<file path="src/rtl/flash_status_pkg.sv">
package flash_status_pkg;

  typedef enum logic [1:0] {
    MODE_LEVEL    = 2'b00,
    MODE_ERASE    = 2'b01,
    MODE_PROGRAM  = 2'b10,
    MODE_EITHER   = 2'b11
  } pinMode_t;

  typedef enum logic [1:0] {
    OP_NONE    = 2'b00,
    OP_ERASE   = 2'b01,
    OP_PROGRAM = 2'b10,
    OP_LOCK    = 2'b11
  } opKind_t;

  typedef struct packed {
    logic forceHigh;
    logic levelMode;
    logic busyLow;
    logic loadPulse;
    logic clearPulse;
  } ctrlStrobes_t;

endpackage

</file>
<file path="src/rtl/flash_status_ctrl.sv">
module flash_status_ctrl
  import flash_status_pkg::*;
(
  input  logic         clk,
  input  logic         rstN,
  input  logic         pwrDown,
  input  logic         cfgWrite,
  input  logic [1:0]   cfgMode,
  input  logic         wsmBusy,
  input  logic [1:0]   opType,
  input  logic         eraseSuspended,
  input  logic         programActive,
  input  logic         doneProgram,
  input  logic         doneErase,
  output ctrlStrobes_t strobes
);

  pinMode_t   modeQ;
  logic [1:0] modeBits;
  logic       eraseHit;
  logic       programHit;

  always_ff @(posedge clk or negedge rstN) begin
    if (!rstN)         modeQ <= MODE_LEVEL;
    else if (pwrDown)  modeQ <= MODE_LEVEL;
    else if (cfgWrite) modeQ <= pinMode_t'(cfgMode);
  end

  assign modeBits   = modeQ;
  assign eraseHit   = doneErase   && modeBits[0];
  assign programHit = doneProgram && modeBits[1];

  always_comb begin
    strobes.forceHigh  = pwrDown || !rstN;
    strobes.levelMode  = (modeQ == MODE_LEVEL);
    strobes.busyLow    = wsmBusy && (opKind_t'(opType) != OP_NONE)
                         && !(eraseSuspended && !programActive);
    strobes.clearPulse = pwrDown || cfgWrite;
    strobes.loadPulse  = !pwrDown && !cfgWrite && (eraseHit || programHit);
  end

  // power-down returns the mode to level at the next edge
  assert_pwrdown_level_R5: assert property (@(posedge clk) disable iff (!rstN)
    pwrDown |=> (modeQ == MODE_LEVEL));

  // a configuration write loads the requested mode
  assert_cfg_load_R6: assert property (@(posedge clk) disable iff (!rstN)
    (cfgWrite && !pwrDown) |=> (modeBits == $past(cfgMode)));

endmodule

</file>
<file path="src/rtl/flash_status_datapath.sv">
module flash_status_datapath
  import flash_status_pkg::*;
#(
  parameter int PULSE_LEN = 4
) (
  input  logic         clk,
  input  logic         rstN,
  input  ctrlStrobes_t strobes,
  output logic         statusPin
);

  localparam int CNT_W = $clog2(PULSE_LEN + 1);
  localparam logic [CNT_W-1:0] LOAD_VAL = CNT_W'(PULSE_LEN);

  logic [CNT_W-1:0] pulseCnt;
  logic             pulseOn;

  always_ff @(posedge clk or negedge rstN) begin
    if (!rstN)                   pulseCnt <= '0;
    else if (strobes.clearPulse) pulseCnt <= '0;
    else if (strobes.loadPulse)  pulseCnt <= LOAD_VAL;
    else if (pulseCnt != '0)     pulseCnt <= pulseCnt - 1'b1;
  end

  assign pulseOn = (pulseCnt != '0);

  always_comb begin
    if (strobes.forceHigh)      statusPin = 1'b1;
    else if (strobes.levelMode) statusPin = !strobes.busyLow;
    else                        statusPin = !pulseOn;
  end

  // an accepted completion pulls the pin low on the next cycle
  assert_pulse_start_R8: assert property (@(posedge clk) disable iff (!rstN)
    (strobes.loadPulse && !strobes.levelMode) |=> (!statusPin || strobes.forceHigh));

  // a restart reloads the full length
  assert_retrigger_R10: assert property (@(posedge clk) disable iff (!rstN)
    strobes.loadPulse |=> (pulseCnt == LOAD_VAL));

  // power-down always wins
  assert_force_high_R5: assert property (@(posedge clk) disable iff (!rstN)
    strobes.forceHigh |-> statusPin);

  // pulse mode with no pulse running rests high
  assert_rest_high_R7: assert property (@(posedge clk) disable iff (!rstN)
    (!strobes.levelMode && !pulseOn) |-> statusPin);

endmodule

</file>
<file path="src/rtl/flash_status_pin.sv">
module flash_status_pin
  import flash_status_pkg::*;
#(
  parameter int PULSE_LEN = 4
) (
  input  logic       clk,
  input  logic       rstN,
  input  logic       pwrDown,
  input  logic       cfgWrite,
  input  logic [1:0] cfgMode,
  input  logic       wsmBusy,
  input  logic [1:0] opType,
  input  logic       eraseSuspended,
  input  logic       programActive,
  input  logic       doneProgram,
  input  logic       doneErase,
  output logic       statusPin
);

  ctrlStrobes_t strobes;

  flash_status_ctrl u_ctrl (
    .clk            (clk),
    .rstN           (rstN),
    .pwrDown        (pwrDown),
    .cfgWrite       (cfgWrite),
    .cfgMode        (cfgMode),
    .wsmBusy        (wsmBusy),
    .opType         (opType),
    .eraseSuspended (eraseSuspended),
    .programActive  (programActive),
    .doneProgram    (doneProgram),
    .doneErase      (doneErase),
    .strobes        (strobes)
  );

  flash_status_datapath #(.PULSE_LEN(PULSE_LEN)) u_dp (
    .clk       (clk),
    .rstN      (rstN),
    .strobes   (strobes),
    .statusPin (statusPin)
  );

endmodule

</file>
<file path="config.mk">
export PLATFORM = sky130hd
export DESIGN_NAME = flash_status_pin
export DESIGN_NICKNAME = d
export VERILOG_FILES = /design/src/rtl/flash_status_pkg.sv /design/src/rtl/flash_status_ctrl.sv /design/src/rtl/flash_status_datapath.sv /design/src/rtl/flash_status_pin.sv
export SDC_FILE = /design/constraint.sdc
export NUM_CORES = 1
export LEC_CHECK = 0
export CAP_MARGIN = 20
export CORE_AREA = 8 8 45 47
export CTS_BUF_LIST = sky130_fd_sc_hd__clkbuf_2
export DETAILED_ROUTE_END_ITERATION = 12
export DIE_AREA = 0 0 53 55
export HOLD_SLACK_MARGIN = 0.08
export SYNTH_ARGS = -nofsm -noshare
export SYNTH_HDL_FRONTEND = slang
export SYNTH_HIERARCHICAL = 1
export SYNTH_SLANG_ARGS = --single-unit
</file>
<file path="constraint.sdc">
create_clock -name clk -period 2 [get_ports clk]
set_input_delay 0.6 -clock clk [delete_from_list [all_inputs] [get_ports clk]]
set_output_delay 0.6 -clock clk [all_outputs]
set_load 0.005 [all_outputs]
</file>
======== Yosys cells after proc, flatten, opt, wreduce, memory -nomap -nowiden ========
Index checks and enable logic that the tools add are counted.
cells by class
  add/sub/neg operators ................... 1
  multiplexer cells ....................... 7
  reduce and logical (&&, ||, !) cells .... 22
operators by type and width
  operator               count
  $mux W3                3
  $logic_and A1 B1 Y1    7
  $logic_not A1 Y1       7
  $reduce_bool A3 Y1     2
  $mux W2                2
  $reduce_bool A2 Y1     2
  $logic_or A1 B1 Y1     3
  $sub A3 B1 Y3 const B  1
  $logic_not A2 Y1       1
  $mux W1                2
storage, ports and cells
  flip-flop bits (word level) ............. 5
  output and inout bits ................... 1

======== Longest topological paths before layout ========
  word-level depth ........................ 7
  mapped depth ............................ 5
  depth with buffers taken out ............ 5

======== By module ========
Netlist, hierarchy kept.
modules (own cells, without submodules)
  module                 instances  cells an instance  area an instance (µm²)  sequential area each (µm²)
  flash_status_datapath  1          19                 193.9                   75.1
  flash_status_ctrl      1          13                 125.1                   50.0

======== Worst setup path after synthesis ========
No wires, ideal clock.
  path kind ............................... input port to output port
  start ................................... in eraseSuspended
  end ..................................... out statusPin
  arrival time ............................ 1.087 ns
  data required time ...................... 1.400 ns
  setup slack ............................. 0.313 ns
  cell stages on the path ................. 4
  cell sequence ........................... inv_1 -> o221a_2 -> inv_1 -> a211o_1
RTL lines
  item         RTL line                source
  from (decl)  flash_status_pin.sv:13  input logic eraseSuspended,
  to (decl)    flash_status_pin.sv:17  output logic statusPin

==> impl_metrics.xml <==
<?xml version="1.0" encoding="UTF-8"?>
<metrics>
  <group name="floorplan">
    <metric name="core_region_area" unit="mm^2">0.00138</metric>
    <metric name="start_util" unit="%">23.1</metric>
    <metric name="num_io_pins" unit="">14</metric>
    <metric name="die_w" unit="um">53</metric>
    <metric name="floorplan.die.height" unit="um">55</metric>
    <metric name="fp.dieArea" unit="mm^2">0.00292</metric>
    <metric name="rows" unit="">14</metric>
  </group>
  <group name="layout">
    <metric name="areaGrowthSynthToFinish" unit="%">61.2</metric>
    <metric name="antenna_cells_inserted" unit="">0</metric>
    <metric name="layout.core_utilization" unit="%">37.2</metric>
    <metric name="num-nets-final" unit="">69</metric>
    <metric name="layout-drive-gt1-share" unit="%">35.8</metric>
    <metric name="layout.cell_area.non_filler" unit="um^2">514</metric>
  </group>
  <group name="drt">
    <metric name="num_vias" unit="">284</metric>
    <metric name="detailed_route_vias_per_instance" unit="">4.12</metric>
    <metric name="detail-route-antenna-nets" unit="">0</metric>
    <metric name="dr.pass1.iters" unit="">2</metric>
    <metric name="drc_errors" unit="">0</metric>
    <metric name="wirelength" unit="um">756</metric>
    <metric name="drt-wirelength-per-cell" unit="um">11.0</metric>
    <metric name="drtIter0Drc" unit="">4</metric>
  </group>
  <group name="pwr">
    <metric name="peakVddDrop" unit="uV">252</metric>
    <metric name="p_leak" unit="nW">0.236</metric>
    <metric name="power_dens_cells" unit="mW/mm^2">509</metric>
  </group>
  <group name="synth">
    <metric name="ys_seq_area_share" unit="%">39.2</metric>
    <metric name="syn_area" unit="um^2">319</metric>
    <metric name="yosys-top-cells-count" unit="">sky130_fd_sc_hd__nor2_1 (6), sky130_fd_sc_hd__dfrtp_1 (5), sky130_fd_sc_hd__inv_1 (4)</metric>
    <metric name="synth_flop_cell" unit="">sky130_fd_sc_hd__dfrtp_1</metric>
    <metric name="synth.area.top_cells" unit="">sky130_fd_sc_hd__dfrtp_1 (39%), sky130_fd_sc_hd__ha_1 (7.8%), sky130_fd_sc_hd__nor2_1 (7.1%), sky130_fd_sc_hd__mux2i_1 (6.3%), sky130_fd_sc_hd__a2111oi_2 (4.7%)</metric>
    <metric name="post-synth-top-area-cell" unit="">sky130_fd_sc_hd__dfrtp_1</metric>
    <metric name="synth.most_common_cell" unit="">sky130_fd_sc_hd__nor2_1</metric>
    <metric name="synth-seq-cells" unit="">5</metric>
    <metric name="synthArstFlopShare" unit="%">100</metric>
    <metric name="synth_edf_count" unit="">0</metric>
    <metric name="synth_fp_nets" unit="">47</metric>
    <metric name="gate_count_of_the_mapped_netlist" unit="">32</metric>
    <metric name="area_share_of_the_leading_cell_type_in_the_synthesized_netlist" unit="%">39.2</metric>
    <metric name="avgSynthCellArea" unit="um^2">9.97</metric>
    <metric name="synth.lib_cells_used.distinct" unit="">17</metric>
    <metric name="yosysWarningCount" unit="">6</metric>
  </group>
  <group name="timing">
    <metric name="timing.fmax" unit="MHz">510</metric>
    <metric name="finalCriticalPeriod" unit="ps">1960</metric>
    <metric name="timing_hold_violations_final" unit="">0</metric>
    <metric name="max_slew_margin" unit="%">82.1</metric>
    <metric name="fin_setup_tns" unit="ps">0</metric>
    <metric name="unrepaired_setup_endpoints_after_global_routing" unit="">no</metric>
    <metric name="setup_viol" unit="">0</metric>
    <metric name="clock_skew" unit="ps">2.73</metric>
    <metric name="final_min_period_over_clock_period" unit="%">98.0</metric>
    <metric name="maxSlewViolCount" unit="">0</metric>
    <metric name="worst_slew_pin_slew" unit="ps">269</metric>
    <metric name="worst_slack" unit="ps">40.7</metric>
  </group>
  <group name="min_path">
    <metric name="hold_path.class" unit="">input port to async pin</metric>
  </group>
  <group name="setup_path">
    <metric name="r2r_slack" unit="ps">670</metric>
    <metric name="timing.setup.critical_path_class" unit="">input port to primary output</metric>
    <metric name="worstReg2RegStart" unit="">u_dp/pulseCnt[1]</metric>
    <metric name="critical_path_required" unit="ps">1400</metric>
    <metric name="endpoint_kind" unit="">primary output</metric>
    <metric name="critPathArrivalTime" unit="ps">1360</metric>
    <metric name="worstRegToRegCells" unit="">5</metric>
    <metric name="regToRegEndpoint" unit="">u_dp/pulseCnt[1]</metric>
    <metric name="critical_path_peak_fanout" unit="">1</metric>
    <metric name="worstSetupStartpointType" unit="">input port</metric>
  </group>
  <group name="placed_design">
    <metric name="place_ws" unit="ps">-612</metric>
    <metric name="postPlaceCellArea" unit="um^2">499</metric>
    <metric name="io_buffers" unit="">13</metric>
    <metric name="routabilityCongestion" unit="">0.698</metric>
  </group>
  <group name="clock_network">
    <metric name="clkSinkCount" unit="">5</metric>
    <metric name="numCtsBuffers" unit="">3</metric>
    <metric name="clk_pin_slew_worst_paths" unit="ps">50</metric>
    <metric name="clk-insertion-delay-late" unit="ps">210</metric>
    <metric name="cts.root.buffer_cell" unit="">sky130_fd_sc_hd__clkbuf_2</metric>
    <metric name="clock_path_buffers" unit="">2</metric>
    <metric name="tritoncts_clock_tree" unit="">yes</metric>
    <metric name="hold_bufs_at_cts" unit="">0</metric>
    <metric name="htree_num_levels" unit="">1</metric>
  </group>
  <group name="grt">
    <metric name="global_route_wire_length_before_repair" unit="um">1320</metric>
    <metric name="via_count_of_the_first_global_routing_pass" unit="">325</metric>
    <metric name="grt_start_max_net_pins" unit="">6</metric>
    <metric name="antenna_violations_before_repair" unit="">0</metric>
    <metric name="globalRouteOverflowTotal" unit="">0</metric>
    <metric name="grt_use_total" unit="%">6.31</metric>
  </group>
  <group name="run_status">
    <metric name="outcome" unit="">finished clean</metric>
  </group>
  <group name="run">
    <metric name="number_of_max_cap_violations" unit="">0</metric>
  </group>
</metrics>
-- metrics by stage --
stage	power, mW	hold WS [ps]	instances
6_report	0.262	495	69
5_1_grt	0.280	492	69
4_1_cts	0.270	468	69
3_5_place_dp	0.178	544	65
3_3_place_gp	0.177	546	65
2_1_floorplan	0.138	304	32
-- cell usage in the layout, fill, tap and decap left out, drive strengths merged, types with 2 or more instances in the layout --
master / count
nor2: 8
buf: 6
clkdlybuf4s50: 5
dfrtp: 5
clkbuf: 4
dlygate4sd2: 4
inv: 4
clkdlybuf4s15: 2
nand2b: 2
mux2i: 2
ha: 2
-- worst max path at each step --
stage	from	endpoint	slack, ps	cells past startpoint
floorplan	eraseSuspended	statusPin	310	4
global placement	eraseSuspended	statusPin	-620	6
detailed placement	eraseSuspended	statusPin	-610	6
CTS	opType[1]	statusPin	2	5
global route	opType[1]	statusPin	20	5
finish	opType[1]	statusPin	40	5
-- power by group --
group          switching, mW  internal (mW)  total [mW]
Sequential           0.00320          0.105       0.109
Clock                 0.0370         0.0529      0.0898
Combinational         0.0243         0.0392      0.0635
Total                 0.0645          0.197       0.262
-- kinds of logic after synthesis --
logic type	Yosys count	synth area share, %
AOI/OAI and AO/OA	5	15.7
DFF	5	39.2
and+or+nand+nor	13	23.5
buffers and inverters	4	4.70
adders and majority gates	2	7.84
xor gates and xnor gates	1	2.75
muxes	2	6.27
-- registers in the layout, summed over array words and instances (netlist names) --
register         count
u_ctrl/modeBits      2
u_dp/pulseCnt        3
-- what timing repair did --
item / 4_1_cts / 5_1_grt
setup buffers: 0 / 0
gates resized for setup: 17 / 1
setup endpoints to repair: 1 / 1
pin swaps: 2 / 2
-- critical path, cell delays in order --
cell	delay [ps]
sky130_fd_sc_hd__dlygate4sd2_1	190
sky130_fd_sc_hd__o221a_2	180
sky130_fd_sc_hd__inv_2	30
sky130_fd_sc_hd__a211o_1	230
sky130_fd_sc_hd__buf_2	120
-- layout make-up --
type	instances	area [um^2]
Sequential cell	5	125
Tap cell	16	20.0
Timing Repair Buffer	17	145
Inverter	4	15.0
Clock buffer	4	20.0
Multi-Input combinational cell	23	189
Fill cell	152	870
-- metal layers --
| metal | track usage, % | vias to the layer above | share of wire (%) |
|---|---|---|---|
| met5 | 0 | - | 0 |
| met4 | 6.47 | 0 | 0 |
| met3 | 0.802 | 0 | 0.79 |
| met2 | 10.5 | 1 | 61 |
| met1 | 6.61 | 134 | 38 |
| li1 | - | 149 | - |
No activity file was read; power rests on OpenSTA's default activity.
